### src/rtl/rob_pkg.sv
package rob_pkg;

  // Index after idx on a ring of depth slots.
  function automatic int ring_next(input int idx, input int depth);
    return (idx == depth - 1) ? 0 : idx + 1;
  endfunction

  // Distance of idx from the oldest slot; larger means younger.
  function automatic int ring_age(input int idx, input int head, input int depth);
    return (idx >= head) ? (idx - head) : (idx + depth - head);
  endfunction

endpackage

### src/rtl/rob_ptr_ctrl.sv
module rob_ptr_ctrl #(
  parameter int DEPTH = 8,
  parameter int TW    = $clog2(DEPTH),
  parameter int CW    = $clog2(DEPTH + 1)
) (
  input  logic          clk,
  input  logic          rst_n,
  input  logic          do_alloc,
  input  logic          do_retire,
  input  logic          do_flush,
  output logic [TW-1:0] head,
  output logic [TW-1:0] tail,
  output logic [CW-1:0] occ,
  output logic          full
);
  localparam logic [CW-1:0] FULL_CNT = CW'(DEPTH);

  logic [TW-1:0] head_q, tail_q;
  logic [CW-1:0] occ_q;

  function automatic logic [TW-1:0] step(input logic [TW-1:0] p);
    return TW'(rob_pkg::ring_next(int'(p), DEPTH));
  endfunction

  always_ff @(posedge clk or negedge rst_n) begin
    if (!rst_n) begin
      head_q <= '0;
      tail_q <= '0;
      occ_q  <= '0;
    end else begin
      if (do_retire) head_q <= step(head_q);
      if (do_flush) begin
        tail_q <= step(head_q);
        occ_q  <= '0;
      end else begin
        if (do_alloc) tail_q <= step(tail_q);
        occ_q <= occ_q + CW'(do_alloc) - CW'(do_retire);
      end
    end
  end

  assign head = head_q;
  assign tail = tail_q;
  assign occ  = occ_q;
  assign full = (occ_q == FULL_CNT);
endmodule

### src/rtl/rob_entry_array.sv
module rob_entry_array #(
  parameter int DEPTH = 8,
  parameter int TW    = $clog2(DEPTH),
  parameter int RW    = 5,
  parameter int DW    = 32
) (
  input  logic             clk,
  input  logic             rst_n,
  input  logic             alloc_we,
  input  logic [TW-1:0]    alloc_idx,
  input  logic             alloc_br,
  input  logic             alloc_hasdst,
  input  logic [RW-1:0]    alloc_dst,
  input  logic             res_valid,
  input  logic [TW-1:0]    res_tag,
  input  logic [DW-1:0]    res_value,
  input  logic             res_mispred,
  input  logic             retire_we,
  input  logic [TW-1:0]    retire_idx,
  input  logic             flush,
  output logic [DEPTH-1:0] valid_o,
  output logic [DEPTH-1:0] done_o,
  output logic [DEPTH-1:0] br_o,
  output logic [DEPTH-1:0] mis_o,
  output logic [DEPTH-1:0] hasdst_o,
  output logic [RW-1:0]    dst_o [DEPTH],
  output logic [DW-1:0]    val_o [DEPTH]
);
  for (genvar i = 0; i < DEPTH; i++) begin : g_ent
    logic          v_q, d_q, b_q, m_q, h_q;
    logic [RW-1:0] dst_q;
    logic [DW-1:0] val_q;
    logic          hit_alloc, hit_res, hit_ret;

    assign hit_alloc = alloc_we && (alloc_idx == TW'(i));
    assign hit_res   = res_valid && (res_tag == TW'(i)) && v_q;
    assign hit_ret   = retire_we && (retire_idx == TW'(i));

    always_ff @(posedge clk or negedge rst_n) begin
      if (!rst_n) begin
        v_q   <= 1'b0;
        d_q   <= 1'b0;
        b_q   <= 1'b0;
        m_q   <= 1'b0;
        h_q   <= 1'b0;
        dst_q <= '0;
        val_q <= '0;
      end else if (flush) begin
        v_q <= 1'b0;
      end else begin
        if (hit_alloc) begin
          v_q   <= 1'b1;
          d_q   <= 1'b0;
          b_q   <= alloc_br;
          m_q   <= 1'b0;
          h_q   <= alloc_hasdst & ~alloc_br;
          dst_q <= alloc_dst;
        end else if (hit_res) begin
          d_q   <= 1'b1;
          val_q <= res_value;
          m_q   <= res_mispred & b_q;
        end
        if (hit_ret) v_q <= 1'b0;
      end
    end

    assign valid_o[i]  = v_q;
    assign done_o[i]   = d_q;
    assign br_o[i]     = b_q;
    assign mis_o[i]    = m_q;
    assign hasdst_o[i] = h_q;
    assign dst_o[i]    = dst_q;
    assign val_o[i]    = val_q;
  end
endmodule

### src/rtl/rob_tag_lookup.sv
module rob_tag_lookup #(
  parameter int DEPTH = 8,
  parameter int TW    = $clog2(DEPTH),
  parameter int RW    = 5,
  parameter int DW    = 32
) (
  input  logic [TW-1:0]    head,
  input  logic [DEPTH-1:0] valid_v,
  input  logic [DEPTH-1:0] done_v,
  input  logic [DEPTH-1:0] hasdst_v,
  input  logic [RW-1:0]    dst_a [DEPTH],
  input  logic [DW-1:0]    val_a [DEPTH],
  input  logic [RW-1:0]    qry_reg,
  output logic             busy,
  output logic [TW-1:0]    tag,
  output logic             done,
  output logic [DW-1:0]    value
);
  int best_age;

  always_comb begin
    busy     = 1'b0;
    tag      = '0;
    done     = 1'b0;
    value    = '0;
    best_age = 0;
    for (int i = 0; i < DEPTH; i++) begin
      if (valid_v[i] && hasdst_v[i] && (dst_a[i] == qry_reg) &&
          (!busy || rob_pkg::ring_age(i, int'(head), DEPTH) > best_age)) begin
        busy     = 1'b1;
        best_age = rob_pkg::ring_age(i, int'(head), DEPTH);
        tag      = TW'(i);
        done     = done_v[i];
        value    = val_a[i];
      end
    end
  end
endmodule

### src/rtl/spec_rob.sv
module spec_rob #(
  parameter int DEPTH = 8,
  parameter int NREG  = 32,
  parameter int DW    = 32
) (
  input  logic                     clk,
  input  logic                     rst_n,
  input  logic                     alloc_req,
  input  logic                     alloc_is_br,
  input  logic                     alloc_has_dst,
  input  logic [$clog2(NREG)-1:0]  alloc_dst,
  output logic                     alloc_ok,
  output logic [$clog2(DEPTH)-1:0] alloc_tag,
  input  logic                     res_valid,
  input  logic [$clog2(DEPTH)-1:0] res_tag,
  input  logic [DW-1:0]            res_value,
  input  logic                     res_mispred,
  input  logic [$clog2(NREG)-1:0]  qry_reg,
  output logic                     qry_busy,
  output logic [$clog2(DEPTH)-1:0] qry_tag,
  output logic                     qry_done,
  output logic [DW-1:0]            qry_value,
  output logic                     rf_we,
  output logic [$clog2(NREG)-1:0]  rf_addr,
  output logic [DW-1:0]            rf_data,
  output logic                     retire,
  output logic                     flush
);
  localparam int TW = $clog2(DEPTH);
  localparam int RW = $clog2(NREG);
  localparam int CW = $clog2(DEPTH + 1);

  // Named internal events
  logic          head_ready;
  logic          do_alloc;
  logic          do_retire;
  logic          do_flush;
  logic          full;
  logic [TW-1:0] head;
  logic [TW-1:0] tail;
  logic [CW-1:0] occ_q;

  logic [DEPTH-1:0] valid_v, done_v, br_v, mis_v, hasdst_v;
  logic [RW-1:0]    dst_a [DEPTH];
  logic [DW-1:0]    val_a [DEPTH];

  assign head_ready = valid_v[head] && done_v[head];
  assign do_retire  = head_ready;
  assign do_flush   = head_ready && br_v[head] && mis_v[head];
  assign alloc_ok   = !full && !do_flush;
  assign do_alloc   = alloc_req && alloc_ok;

  rob_ptr_ctrl #(.DEPTH(DEPTH), .TW(TW), .CW(CW)) u_ptr (
    .clk       (clk),
    .rst_n     (rst_n),
    .do_alloc  (do_alloc),
    .do_retire (do_retire),
    .do_flush  (do_flush),
    .head      (head),
    .tail      (tail),
    .occ       (occ_q),
    .full      (full)
  );

  rob_entry_array #(.DEPTH(DEPTH), .TW(TW), .RW(RW), .DW(DW)) u_ent (
    .clk          (clk),
    .rst_n        (rst_n),
    .alloc_we     (do_alloc),
    .alloc_idx    (tail),
    .alloc_br     (alloc_is_br),
    .alloc_hasdst (alloc_has_dst),
    .alloc_dst    (alloc_dst),
    .res_valid    (res_valid),
    .res_tag      (res_tag),
    .res_value    (res_value),
    .res_mispred  (res_mispred),
    .retire_we    (do_retire),
    .retire_idx   (head),
    .flush        (do_flush),
    .valid_o      (valid_v),
    .done_o       (done_v),
    .br_o         (br_v),
    .mis_o        (mis_v),
    .hasdst_o     (hasdst_v),
    .dst_o        (dst_a),
    .val_o        (val_a)
  );

  rob_tag_lookup #(.DEPTH(DEPTH), .TW(TW), .RW(RW), .DW(DW)) u_look (
    .head     (head),
    .valid_v  (valid_v),
    .done_v   (done_v),
    .hasdst_v (hasdst_v),
    .dst_a    (dst_a),
    .val_a    (val_a),
    .qry_reg  (qry_reg),
    .busy     (qry_busy),
    .tag      (qry_tag),
    .done     (qry_done),
    .value    (qry_value)
  );

  assign alloc_tag = tail;
  assign retire    = do_retire;
  assign flush     = do_flush;
  assign rf_we     = do_retire && hasdst_v[head] && !do_flush;
  assign rf_addr   = dst_a[head];
  assign rf_data   = val_a[head];
endmodule

### config.mk
export PLATFORM = sky130hd
export DESIGN_NAME = spec_rob
export DESIGN_NICKNAME = d
export VERILOG_FILES = /design/src/rtl/rob_pkg.sv /design/src/rtl/rob_ptr_ctrl.sv /design/src/rtl/rob_entry_array.sv /design/src/rtl/rob_tag_lookup.sv /design/src/rtl/spec_rob.sv
export SDC_FILE = /design/constraint.sdc
export NUM_CORES = 1
export LEC_CHECK = 0
export BUFFER_PORTS_ARGS = -buffer_cell sky130_fd_sc_hd__buf_2
export CORE_MARGIN = 2
export CORE_UTILIZATION = 65
export DETAILED_ROUTE_END_ITERATION = 12
export PLACE_DENSITY = 0.85
export SLEW_MARGIN = 20
export SYNTH_ARGS = -nofsm -noshare
export SYNTH_HDL_FRONTEND = slang
export SYNTH_SLANG_ARGS = --single-unit
### constraint.sdc
create_clock -name clk -period 48.4 [get_ports clk]
set_input_delay 7.26 -clock clk [delete_from_list [all_inputs] [get_ports clk]]
set_output_delay 7.26 -clock clk [all_outputs]
set_load 0.01 [all_outputs]
==> results.toml <==
[placement]
place_inst = 2141
gp_congestion = 0.8972
dp_slack_ns = 17.94
placed_area_um2 = 20800
port_buffers = 132
dp_hpwl_um = 33060

[global_route]
grt_busiest_layer = "met2"
antenna_found_initial = 1
use_met3 = 0.07209
grt_pass1_wl_um = 86440
grt_usage = 0.3523
grt_pass1_vias = 15710
grt_max_degree = 166
use_met2 = 0.5657
overflow = 0
grtUsageMet1 = 0.4686

[timing]
setup_slack_ns = 17.68
layout_min_cycle_time_ns = 30.72
finalMaxSlewViolations = 0
final-setup-viol-count = 0
fin_worst_skew_ns = 0.02539
hold_violations = 0
fin_crit_sh = 0.6347
rsz0062_at_grt = "no"
max-slew-margin-rel = 0.2148
setup_tns_ns = 0
worstMarginPinSlew_ns = 1.178
fmax_mhz = 32.55
fin_hold_ws_ns = 0.5070

[route]
wl_um = 55190
wl_per_cell_um = 25.02
antenna_left = 0
via_per_inst = 6.866
drtIter0Drc = 1696
first_pass_iters = 5
vias = 15150
drc_errors = 0

[setup_path]
worstPathRequired_ns = 41.14
rrSetupSlack_ns = 42.53
critPathMaxStageDelay_ns = 0.96
slowest_stage = "a21o_2"
cp_data_arrival_time_ns = 23.46
path_buf_inv = 7
worstSetupPathType = "primary input to primary output"
end_kind = "primary output"
cp_top_family = "compound AO/OA/AOI/OAI gates"
critPathMaxFanout = 43
crit_path_start_kind = "primary input"

[yosys]
synthDistinctLibCells = 67
synth-xor-area-share = 0.01850
synth_adder_area_share = 0.03940
synth_top_family_by_area = "multiplexers"
synth-async-reset-ratio = 1.000
synthSimpleGateAreaFrac = 0.08452
synth_top_area_cell = "dfrtp_1"
synth_compound_area_frac = 0.1010
yosys_warnings = 0
synth.top_cell.area_share = 0.4355
synth_area_per_cell_um2 = 11.69
syn_area_um2 = 19880
synth.area.mux_share = 0.2890
synthTopCellsByArea = "dfrtp_1 (44%), mux2_2 (17%), mux4_2 (9.1%)"
synth_seq_cells = 346
yosys_most_used_dff = "dfrtp_1"
ys_seq_area_frac = 0.4355
synth_edf_count = 0
synth_cells = 1701

[layout]
syn_to_final_growth_pct = 10.35
fill_cells = 1978
final_core_util = 0.7229
finalInstanceArea_um2 = 21940
final_common_cell = "dfrtp_1"
final_cell_mix = "dfrtp_1 (343), mux2_2 (308), nand2_1 (193), buf_2 (131), nor2_1 (101)"
layoutNonFillerInstCount = 2206
nNetsFinal = 1898
layout-drive-gt1-share = 0.3601

[cts]
cts_inserted_buffers = 37
cts_hold_buf = 0
ctsResizeCount = 0
root_buffer = "clkbuf_16"
clk_latency_ns = 0.53
clock-sinks = 346
cts.clk_slew.worst_paths_ns = 0.06
clock_path_buffers = 3
cts_tree = "yes"
ctsHtreeMaxLevel = 2
post_cts_buffers = 0

[power]
ir_drop_mv = 0.03876
p_leak_nw = 9.857
finalPower_mw = 1.425
p_per_area_nw_per_um2 = 64.97

[min_path]
hold_class = "flip-flop to flip-flop"

[status]
status = "finished clean"

[floorplanning]
dieHeight_um = 178.9
die_x_um = 178.9
row_count = 64
coreArea_um2 = 30350
initial_core_util = 0.6551
io_pins = 133
die-area_um2 = 32000

[job]
cap_violations = 0
[report_power, final]
group          total [mW]  switching [mW]  internal [mW]
Combinational       0.592           0.285          0.307
Clock               0.270           0.115          0.155
Sequential          0.563           0.132          0.431
Total                1.43           0.532          0.893
[synthesized netlist by cell type, types with 2 or more instances]
cell	n
a311oi_1	3
a31oi_1	7
a221oi_1	32
nand3_1	19
o31ai_1	2
inv_1	34
or2_2	3
nand4b_1	3
nor3_1	4
dfrtp_1	346
mux4_2	80
nor3b_1	3
a22oi_1	37
mux2_2	308
a21boi_0	4
buf_12	2
nor4_1	6
buf_1	25
o21ai_0	90
mux2i_1	7
ha_1	61
a21oi_1	34
mux2_4	27
a21o_1	9
and4_1	3
nor2_1	106
o211ai_1	5
nand2b_1	9
a211oi_1	41
o311ai_0	2
o22a_1	2
xor2_1	26
clkbuf_1	56
xnor2_1	16
nand2_1	198
buf_6	2
and3_1	9
nand4_1	12
nor2b_1	9
buf_2	22
o21a_1	11
[per-layer routing]
layer / part of all wire / wire (um) / vias to the layer above
met5: 0 / 0 / -
met4: 0.037 / 2025 / 0
met3: 0.097 / 5342 / 165
met2: 0.48 / 26390 / 906
met1: 0.39 / 21430 / 7662
li1: - / - / 6413
[final cells by class]
class	instances	area [um^2]	share of cell area
inverters	36	135.1	0.006159
well taps	396	495.5	0.02258
diodes	2	5.005	0.0002281
repair buffers	152	837.1	0.03815
flip-flops and latches	346	8667	0.3951
multi-input cells	1211	10670	0.4864
clock buffers	53	1046	0.04768
clock inverters	10	82.58	0.003764
[final timing paths]
path / startpoint / end / depth (start not counted)
setup / recovery: qry_reg[0] / qry_value[31] / 61
hold / removal: u_ent.g_ent[4].d_q$_DFFE_PN0P_ / u_ent.g_ent[4].d_q$_DFFE_PN0P_ / 1
setup reg to reg: u_ptr.head[1]$_DFFE_PN0P_ / u_ent.g_ent[0].val_q[24]$_DFFE_PN0P_ / 11
hold reg to reg: u_ent.g_ent[4].d_q$_DFFE_PN0P_ / u_ent.g_ent[4].d_q$_DFFE_PN0P_ / 1
max in group asynchronous: rst_n / u_ptr.head[2]$_DFFE_PN0P_ / 3
min in group asynchronous: rst_n / u_ent.g_ent[1].dst_q[3]$_DFFE_PN0P_ / 1
[sequential cells by signal, indices dropped and copies added, names as in the netlist]
register,flops
u_ptr.head,3
u_ent.g_ent.m_q,8
u_ent.g_ent.v_q,8
u_ent.g_ent.val_q,256
u_ptr.tail,3
u_ent.g_ent.d_q,8
u_ent.g_ent.b_q,8
u_ent.g_ent.dst_q,40
u_ent.g_ent.h_q,8
u_ptr.occ,4
[cells by family (layout without fill, tap and decap cells)]
| kind of cell | after synthesis | in the layout |
|---|---|---|
| other cells | 1 | 4 |
| fa+ha+maj | 62 | 62 |
| xor+xnor | 42 | 42 |
| buf+inv | 145 | 251 |
| simple gates | 389 | 389 |
| flops | 346 | 346 |
| compound gates | 294 | 294 |
| mux | 422 | 422 |
Note: power is estimated with default switching activity, not from simulation.
